[config.mk]
export PLATFORM = sky130hd
export DESIGN_NAME = i2c_cmd_master
export DESIGN_NICKNAME = d
export VERILOG_FILES = /design/src/rtl/i2c_cmd_pkg.sv /design/src/rtl/i2c_cmd_datapath.sv /design/src/rtl/i2c_cmd_ctrl.sv /design/src/rtl/i2c_cmd_master.sv
export SDC_FILE = /design/constraint.sdc
export NUM_CORES = 1
export LEC_CHECK = 0
export CORE_MARGIN = 5
export CORE_UTILIZATION = 51
export DETAILED_ROUTE_END_ITERATION = 10
export PLACE_DENSITY = 0.81
export SYNTH_ARGS = -nofsm -noshare
export SYNTH_HDL_FRONTEND = slang
export SYNTH_SLANG_ARGS = --single-unit
export TNS_END_PERCENT = 10
[constraint.sdc]
create_clock -name clk -period 2.9 [get_ports clk]
set_clock_uncertainty 0.15 [all_clocks]
set_input_delay 0.58 -clock clk [delete_from_list [all_inputs] [get_ports clk]]
set_output_delay 0.58 -clock clk [all_outputs]
set_load 0.02 [all_outputs]
[src/rtl/i2c_cmd_pkg.sv]
package i2c_cmd_pkg;
  localparam int CMD_W = 6;
  localparam int NFLAG = 6;

  // command bit positions
  localparam int C_START = 0;
  localparam int C_TX    = 1;
  localparam int C_RX    = 2;
  localparam int C_LAST  = 3;
  localparam int C_STOP  = 4;
  localparam int C_REC   = 5;

  // status flag positions
  localparam int F_ACK  = 0;
  localparam int F_NAK  = 1;
  localparam int F_RXD  = 2;
  localparam int F_STOP = 3;
  localparam int F_REC  = 4;
  localparam int F_ABN  = 5;

  // register offsets and readback bit positions
  localparam logic [1:0] A_CMD  = 2'd0;
  localparam logic [1:0] A_DATA = 2'd1;
  localparam logic [1:0] A_STAT = 2'd2;
  localparam logic [1:0] A_EN   = 2'd3;
  localparam int LV_SCL  = 16;
  localparam int LV_SDA  = 17;
  localparam int LV_BUSY = 18;

  typedef enum logic [3:0] {
    S_IDLE, S_RS_A, S_RS_B, S_ST_A, S_ST_B, S_BYTE,
    S_SP_A, S_SP_B, S_SP_C, S_SP_D, S_RC_LO, S_RC_HI, S_RC_CHK
  } ctrlState_t;

  typedef struct packed {
    logic             loadShift;
    logic             shiftEn;
    logic             shiftBit;
    logic             captureRx;
    logic [NFLAG-1:0] setFlag;
  } dpStrobe_t;
endpackage

[src/rtl/i2c_cmd_datapath.sv]
module i2c_cmd_datapath
  import i2c_cmd_pkg::*;
#(
  parameter int DATA_W = 32
) (
  input  logic              clk,
  input  logic              rstN,
  input  logic              regWe,
  input  logic [1:0]        regAddr,
  input  logic [DATA_W-1:0] regWdata,
  output logic [DATA_W-1:0] regRdata,
  input  logic              sclIn,
  input  logic              sdaIn,
  input  logic              busy,
  input  dpStrobe_t         strobe,
  output logic              cmdValid,
  output logic [CMD_W-1:0]  cmdBits,
  output logic              txBit,
  output logic              irq
);
  localparam logic [NFLAG-1:0] ABN_MASK = NFLAG'(1) << F_ABN;

  logic [7:0]       txByte, rxByte, shifter;
  logic [NFLAG-1:0] status, enable, setAll, clrMask;

  assign cmdValid = regWe && (regAddr == A_CMD) && (|regWdata[CMD_W-1:0]);
  assign cmdBits  = regWdata[CMD_W-1:0];
  assign txBit    = shifter[7];
  assign setAll   = strobe.setFlag | ((cmdValid && busy) ? ABN_MASK : '0);
  assign clrMask  = (regWe && (regAddr == A_STAT)) ? regWdata[NFLAG-1:0] : '0;
  assign irq      = |(status & enable);

  always_ff @(posedge clk or negedge rstN) begin
    if (!rstN) begin
      txByte  <= '0;
      rxByte  <= '0;
      shifter <= '0;
      status  <= '0;
      enable  <= '0;
    end else begin
      if (regWe && (regAddr == A_DATA)) txByte <= regWdata[7:0];
      if (regWe && (regAddr == A_EN))   enable <= regWdata[NFLAG-1:0];
      if (strobe.loadShift)       shifter <= txByte;
      else if (strobe.shiftEn)    shifter <= {shifter[6:0], strobe.shiftBit};
      if (strobe.captureRx)       rxByte  <= {shifter[6:0], strobe.shiftBit};
      status <= (status & ~clrMask) | setAll;
    end
  end

  always_comb begin
    regRdata = '0;
    unique case (regAddr)
      A_CMD: begin
        regRdata[LV_SCL]  = sclIn;
        regRdata[LV_SDA]  = sdaIn;
        regRdata[LV_BUSY] = busy;
      end
      A_DATA: begin
        regRdata[7:0]  = txByte;
        regRdata[15:8] = rxByte;
      end
      A_STAT:  regRdata[NFLAG-1:0] = status;
      default: regRdata[NFLAG-1:0] = enable;
    endcase
  end

  // a command arriving while busy marks the abnormal flag
  a_r7_busy_abnormal: assert property (@(posedge clk) disable iff (!rstN)
    cmdValid && busy |=> status[F_ABN]);

  // writing all ones with nothing being set empties the status register
  a_r8_clear_all: assert property (@(posedge clk) disable iff (!rstN)
    regWe && regAddr == A_STAT && (&regWdata[NFLAG-1:0]) && strobe.setFlag == '0
      |=> status == '0);
endmodule

[src/rtl/i2c_cmd_ctrl.sv]
module i2c_cmd_ctrl
  import i2c_cmd_pkg::*;
#(
  parameter int MAX_PULSES = 9
) (
  input  logic             clk,
  input  logic             rstN,
  input  logic             tick,
  input  logic             cmdValid,
  input  logic [CMD_W-1:0] cmdBits,
  input  logic             sdaIn,
  input  logic             txBit,
  output logic             busy,
  output logic             sclOe,
  output logic             sdaOe,
  output dpStrobe_t        strobe
);
  localparam int PC_W = $clog2(MAX_PULSES + 1);

  ctrlState_t      state;
  logic [1:0]      phase;
  logic [3:0]      bitCnt;
  logic            isRx, rxLast, held, fromRec;
  logic [PC_W-1:0] pulseCnt;
  logic            acceptCmd, bitEnd;

  assign busy      = (state != S_IDLE);
  assign acceptCmd = cmdValid && !busy;
  assign bitEnd    = tick && (state == S_BYTE) && (phase == 2'd3);

  always_comb begin
    strobe           = '0;
    strobe.loadShift = acceptCmd && !cmdBits[C_REC] && !cmdBits[C_STOP]
                       && (cmdBits[C_START] || cmdBits[C_TX]);
    strobe.shiftEn   = bitEnd && (bitCnt < 4'd8);
    strobe.shiftBit  = sdaIn;
    strobe.captureRx = bitEnd && (bitCnt == 4'd7) && isRx;
    if (bitEnd && bitCnt == 4'd8) begin
      if (isRx)       strobe.setFlag[F_RXD] = 1'b1;
      else if (sdaIn) strobe.setFlag[F_NAK] = 1'b1;
      else            strobe.setFlag[F_ACK] = 1'b1;
    end
    if (tick && state == S_SP_D) begin
      if (fromRec) strobe.setFlag[F_REC]  = 1'b1;
      else         strobe.setFlag[F_STOP] = 1'b1;
    end
    if (tick && state == S_RC_CHK && !sdaIn && pulseCnt == PC_W'(MAX_PULSES - 1)) begin
      strobe.setFlag[F_REC] = 1'b1;
      strobe.setFlag[F_ABN] = 1'b1;
    end
  end

  always_ff @(posedge clk or negedge rstN) begin
    if (!rstN) begin
      state    <= S_IDLE;
      phase    <= '0;
      bitCnt   <= '0;
      isRx     <= 1'b0;
      rxLast   <= 1'b0;
      held     <= 1'b0;
      fromRec  <= 1'b0;
      pulseCnt <= '0;
      sclOe    <= 1'b0;
      sdaOe    <= 1'b0;
    end else if (acceptCmd) begin
      phase    <= '0;
      bitCnt   <= '0;
      pulseCnt <= '0;
      if (cmdBits[C_REC]) state <= S_RC_LO;
      else if (cmdBits[C_STOP]) begin
        state   <= S_SP_A;
        fromRec <= 1'b0;
      end else if (cmdBits[C_START]) begin
        state <= held ? S_RS_A : S_ST_A;
        isRx  <= 1'b0;
      end else if (cmdBits[C_TX]) begin
        state <= S_BYTE;
        isRx  <= 1'b0;
      end else begin
        state  <= S_BYTE;
        isRx   <= 1'b1;
        rxLast <= cmdBits[C_LAST];
      end
    end else if (tick) begin
      unique case (state)
        S_RS_A: begin sdaOe <= 1'b0; state <= S_RS_B; end
        S_RS_B: begin sclOe <= 1'b0; state <= S_ST_A; end
        S_ST_A: begin sdaOe <= 1'b1; state <= S_ST_B; end
        S_ST_B: begin sclOe <= 1'b1; held <= 1'b1; state <= S_BYTE; end
        S_BYTE: begin
          phase <= phase + 2'd1;
          unique case (phase)
            2'd0: begin
              sclOe <= 1'b1;
              if (bitCnt == 4'd8) sdaOe <= isRx && !rxLast;
              else                sdaOe <= !isRx && !txBit;
            end
            2'd1: sclOe <= 1'b0;
            2'd3: begin
              sclOe <= 1'b1;
              held  <= 1'b1;
              if (bitCnt == 4'd8) state <= S_IDLE;
              else                bitCnt <= bitCnt + 4'd1;
            end
            default: ;
          endcase
        end
        S_SP_A: begin sclOe <= 1'b1; state <= S_SP_B; end
        S_SP_B: begin sdaOe <= 1'b1; state <= S_SP_C; end
        S_SP_C: begin sclOe <= 1'b0; state <= S_SP_D; end
        S_SP_D: begin sdaOe <= 1'b0; held <= 1'b0; state <= S_IDLE; end
        S_RC_LO: begin sclOe <= 1'b1; sdaOe <= 1'b0; state <= S_RC_HI; end
        S_RC_HI: begin sclOe <= 1'b0; state <= S_RC_CHK; end
        S_RC_CHK: begin
          pulseCnt <= pulseCnt + PC_W'(1);
          if (sdaIn) begin
            state   <= S_SP_A;
            fromRec <= 1'b1;
          end else if (pulseCnt == PC_W'(MAX_PULSES - 1)) begin
            state <= S_IDLE;
            held  <= 1'b0;
          end else state <= S_RC_LO;
        end
        default: ;
      endcase
    end
  end

  // a byte result is never both ACK and NACK
  a_r2_single_result: assert property (@(posedge clk) disable iff (!rstN)
    $onehot0(strobe.setFlag[F_NAK:F_ACK]));

  // once a stop completes both lines are released
  a_r5_lines_free: assert property (@(posedge clk) disable iff (!rstN)
    strobe.setFlag[F_STOP] |=> !sclOe && !sdaOe);

  // recovery never goes beyond its pulse budget
  a_r6_pulse_limit: assert property (@(posedge clk) disable iff (!rstN)
    pulseCnt <= PC_W'(MAX_PULSES));

  // data bits hold still while SCL is released inside a byte
  a_r1_sda_steady: assert property (@(posedge clk) disable iff (!rstN)
    state == S_BYTE && !sclOe && $past(state == S_BYTE && !sclOe) |-> $stable(sdaOe));
endmodule

[src/rtl/i2c_cmd_master.sv]
module i2c_cmd_master
  import i2c_cmd_pkg::*;
#(
  parameter int DATA_W     = 32,
  parameter int MAX_PULSES = 9
) (
  input  logic              clk,
  input  logic              rstN,
  input  logic              tick,
  input  logic              regWe,
  input  logic [1:0]        regAddr,
  input  logic [DATA_W-1:0] regWdata,
  output logic [DATA_W-1:0] regRdata,
  input  logic              sclIn,
  input  logic              sdaIn,
  output logic              sclOe,
  output logic              sdaOe,
  output logic              irq
);
  dpStrobe_t        strobe;
  logic             cmdValid, txBit, busy;
  logic [CMD_W-1:0] cmdBits;

  i2c_cmd_ctrl #(.MAX_PULSES(MAX_PULSES)) uCtrl (
    .clk(clk), .rstN(rstN), .tick(tick), .cmdValid(cmdValid), .cmdBits(cmdBits),
    .sdaIn(sdaIn), .txBit(txBit), .busy(busy), .sclOe(sclOe), .sdaOe(sdaOe),
    .strobe(strobe)
  );

  i2c_cmd_datapath #(.DATA_W(DATA_W)) uData (
    .clk(clk), .rstN(rstN), .regWe(regWe), .regAddr(regAddr), .regWdata(regWdata),
    .regRdata(regRdata), .sclIn(sclIn), .sdaIn(sdaIn), .busy(busy), .strobe(strobe),
    .cmdValid(cmdValid), .cmdBits(cmdBits), .txBit(txBit), .irq(irq)
  );
endmodule

==> results_tabular.tex <==
\begin{tabular}{lr}
\hline
Metric & Value \\
\hline
\multicolumn{2}{l}{\textbf{Worst setup path}} \\
\quad Worst reg2reg endpoint & uCtrl.state[3] \\
\quad Critical Path, Cell by Cell & clkdlybuf4s50\_1 -> buf\_4 -> mux2\_2 -> a22o\_1 -> dlygate4sd2\_1 \\
\quad Max incr delay on CP & 0.50 ns \\
\quad Cell with the largest stage delay on the worst path & clkdlybuf4s50\_1 \\
\quad Element type at the critical path end & primary output \\
\quad Category of the critical setup timing path & in -> out \\
\quad Arrival time reported for the critical path endpoint & 2.10 ns \\
\quad RR Startpoint & uCtrl.bitCnt[0] \\
\quad Critical path data required time & 2.17 ns \\
\quad Worst Reg-to-Reg Cells & 7 \\
\quad Startpoint kind of the worst setup timing path & input pin \\
\quad Flop-to-flop setup slack & 0.53 ns \\
\quad Worst-path maximum fanout & 7 \\
\multicolumn{2}{l}{\textbf{Final layout}} \\
\quad Non-filler cells in the finished layout & 460 \\
\quad Total of fill cells in the finished design & 526 \\
\quad Layout cell share with drive strength beyond 1 & 20.4\% \\
\quad Finished Cell Area & 0.00390 mm2 \\
\quad Number of nets at the end of the flow & 429 \\
\quad Core Util, Final & 62.1\% \\
\quad Area growth from synthesis to layout & 19.4\% \\
\quad ANT cells & 0 \\
\multicolumn{2}{l}{\textbf{Placed design}} \\
\quad Count of port buffers added during placement & 37 \\
\quad Inst Count DP & 452 \\
\quad Routability Congestion & 0.932 \\
\quad Instance area at placement & 0.00380 mm2 \\
\quad Placement-stage worst setup slack & -0.144 ns \\
\quad Half-perimeter wire length of the detailed placement result & 5550 um \\
\multicolumn{2}{l}{\textbf{Timing}} \\
\quad Count of pins over their slew limit & 0 \\
\quad Post-route setup slack & 0.0682 ns \\
\quad Final period demand of the worst path & 2.83 ns \\
\quad Min Hold Slack & 0.0378 ns \\
\quad FMAX & 353 MHz \\
\quad Share of the clock period used by the worst path & 97.6\% \\
\quad Number of endpoints failing setup at the final stage & 0 \\
\quad Hold Vio Cnt, Final & 0 \\
\quad Unrepaired setup endpoints after global routing & false \\
\multicolumn{2}{l}{\textbf{Die}} \\
\quad Number of top-level pins & 75 \\
\quad Placement Rows & 29 \\
\quad Core Box Area & 0.00628 mm2 \\
\quad Die area & 0.00811 mm2 \\
\quad Initial core utilization & 52.0\% \\
\quad Die Y & 90.0 um \\
\quad Horizontal die dimension & 90.0 um \\
\multicolumn{2}{l}{\textbf{Synthesis}} \\
\quad Cell variety after synth & 59 \\
\quad Post-synth EDFFs & 0 \\
\quad Most frequently used cell type in the post-synthesis netlist & dfrtp\_1 \\
\quad Area of the mapped netlist & 0.00327 mm2 \\
\quad Share of the yosys chip area belonging to registers & 42.9\% \\
\quad Synth top area share & 42.9\% \\
\quad Leading area contributor after synthesis & dfrtp\_1 \\
\quad Cell count after synthesis & 331 \\
\quad Warnings from Yosys & 0 \\
\quad Synth top cells by count & dfrtp\_1 (56), nor2\_1 (33), mux2\_2 (31), nand2\_1 (31), a21oi\_1 (17) \\
\quad Top\_reg\_cell synth & dfrtp\_1 \\
\quad Most area-consuming cells after synthesis & dfrtp\_1 (43\%), mux2\_2 (11\%), nor2\_1 (3.8\%) \\
\quad Synthesized flop and latch total & 56 \\
\quad Mean cell area of the mapped netlist & 9.87 um2 \\
\quad Async set-reset flop share out of synthesis & 100\% \\
\multicolumn{2}{l}{\textbf{Outcome}} \\
\quad Run status & finished clean \\
\multicolumn{2}{l}{\textbf{Pwr}} \\
\quad Worst IR Drop VDD & 387 uV \\
\quad Cell Pwr Density & 691 mW/mm2 \\
\quad Leakage power & 1.86 nW \\
\multicolumn{2}{l}{\textbf{Routing}} \\
\quad First DRT Iteration DRCs & 106 \\
\quad Routed wire length & 7330 um \\
\quad Drt wl/cell & 15.9 um \\
\quad Via density per instance & 5.64 \\
\quad Via count & 2,596 \\
\quad Remaining antenna violation count after routing & 0 \\
\quad Count of unresolved DRC violations after routing & 0 \\
\quad Drt first pass iters & 4 \\
\multicolumn{2}{l}{\textbf{GRT}} \\
\quad Global-route wire length before repair & 12,700 um \\
\quad Pin count of the biggest net entering global routing & 23 \\
\quad Number of global-route vias before repair & 2,596 \\
\quad Global-route total usage across every layer & 18.6\% \\
\quad Remaining Overflow, GRT & 0 \\
\quad Initial antenna violation count & 0 \\
\multicolumn{2}{l}{\textbf{Clocking}} \\
\quad Number of buffers added by the clock tree synthesis step & 5 \\
\quad Clock tree from TritonCTS & done \\
\quad Clock edge transition at the registers on the reported setup and hold paths & 0.10 ns \\
\quad Clock latency of the later-clocked register in the worst-skew pair & 0.31 ns \\
\quad Clock root buffer & clkbuf\_8 \\
\quad Count of hold buffers inserted by post-cts repair & 0 \\
\quad Maximum buffer depth of the clock tree & 2 \\
\quad Total number of clock tree sinks & 56 \\
\quad Setup Buffers After CTS & 0 \\
\quad Max H-tree Level & 2 \\
\multicolumn{2}{l}{\textbf{Job}} \\
\quad Total of max-cap violations & 0 \\
\multicolumn{2}{l}{\textbf{Worst hold path}} \\
\quad Hold crit path type & in -> async \\
\hline
\end{tabular}
==> per-layer routing <==
metal | global-route usage [%] | up-vias | part of all wire (%) | wire [um]
li1 | - | 1242 | - | -
met1 | 24.3 | 1248 | 42 | 3090
met2 | 31.1 | 95 | 50 | 3700
met3 | 4.01 | 11 | 6.2 | 453
met4 | 5.21 | 0 | 1.3 | 95
met5 | 0 | - | 0 | 0
==> state kept, by name (all words and copies together) (netlist names) <==
register / cells
uData.txByte: 8
uCtrl.rxLast: 1
uCtrl.phase: 2
uCtrl.isRx: 1
uCtrl.sdaOe: 1
uCtrl.pulseCnt: 4
uData.status: 6
uData.shifter: 8
uData.enable: 6
uCtrl.bitCnt: 4
uCtrl.fromRec: 1
uCtrl.sclOe: 1
uCtrl.state: 4
uData.rxByte: 8
uCtrl.held: 1
==> critical path: cells and delay by family <==
family / cells / cell delay (ns)
buffers and inverters: 3 / 0.99
multiplexers: 1 / 0.35
AO/OA/AOI/OAI: 1 / 0.18
==> area by class of cell <==
class                   count  area [um2]  share of cell area, %
multi-input cells         247        1710                   43.9
flip-flops and latches     56        1400                   35.9
repair buffers             61         562                   14.4
well taps                  77        96.3                   2.47
clock buffers               6        72.6                   1.86
inverters                  11        41.3                   1.06
clock inverters             2        16.3                  0.417
==> power breakdown <==
group	total, mW	internal, mW	switching [mW]
logic	1.11	0.513	0.599
registers	1.15	0.969	0.179
clock network	0.434	0.173	0.261
==> how the worst max path moves through the flow <==
| stage | start | endpoint | slack (ns) | cells past startpoint |
|---|---|---|---|---|
| floorplan | regWdata[1] | uCtrl.held | 0.57 | 5 |
| global placement | regAddr[0] | regRdata[3] | -0.13 | 5 |
| detailed placement | regAddr[0] | regRdata[1] | -0.14 | 5 |
| CTS | regAddr[1] | regRdata[16] | 0.02 | 5 |
| global route | regAddr[0] | regRdata[0] | 0.002 | 5 |
| finish | regAddr[0] | regRdata[1] | 0.07 | 5 |
==> placed cells by master, fill, tap and decap left out, types with 6 or more instances in the layout <==
| cell | count |
|---|---|
| a22o_1 | 6 |
| a21oi_1 | 17 |
| clkdlybuf4s50_1 | 18 |
| ha_1 | 7 |
| buf_4 | 23 |
| nand3_1 | 9 |
| o21ai_0 | 10 |
| dfrtp_1 | 56 |
| nor3_1 | 9 |
| dlygate4sd2_1 | 11 |
| inv_1 | 10 |
| and2_1 | 13 |
| mux2_2 | 31 |
| nor2_1 | 32 |
| mux2i_1 | 10 |
| conb_1 | 13 |
| nand2_1 | 31 |
| dlymetal6s2s_1 | 7 |
==> logic make-up (layout without fill, tap and decap cells) <==
| logic type | count (synthesis) | after routing | share of synthesized area [%] |
|---|---|---|---|
| multiplexers | 42 | 42 | 14.1 |
| XOR/XNOR | 8 | 8 | 2.14 |
| flip-flops | 56 | 56 | 42.9 |
| AO/OA/AOI/OAI | 59 | 59 | 13.1 |
| buffers and inverters | 40 | 80 | 6.24 |
| AND/OR/NAND/NOR | 118 | 118 | 18.8 |
| other | 1 | 13 | 0.115 |
| adder cells (fa/ha/maj) | 7 | 7 | 2.68 |
==> repair_timing <==
item / in CTS / in global routing
pin swaps: 0 / 0
cloned: 0 / 0
gates resized for setup: 12 / 8
setup endpoints to repair: 16 / 7
==> per-stage QoR <==
step           power [mW]  TNS [ns]
2_1_floorplan        1.93         0
3_5_place_dp         2.27     -1.22
3_3_place_gp         2.22    -0.996
4_1_cts              2.69         0
6_report             2.69         0
5_1_grt              2.89         0
Power figures use the tool's default switching activity.
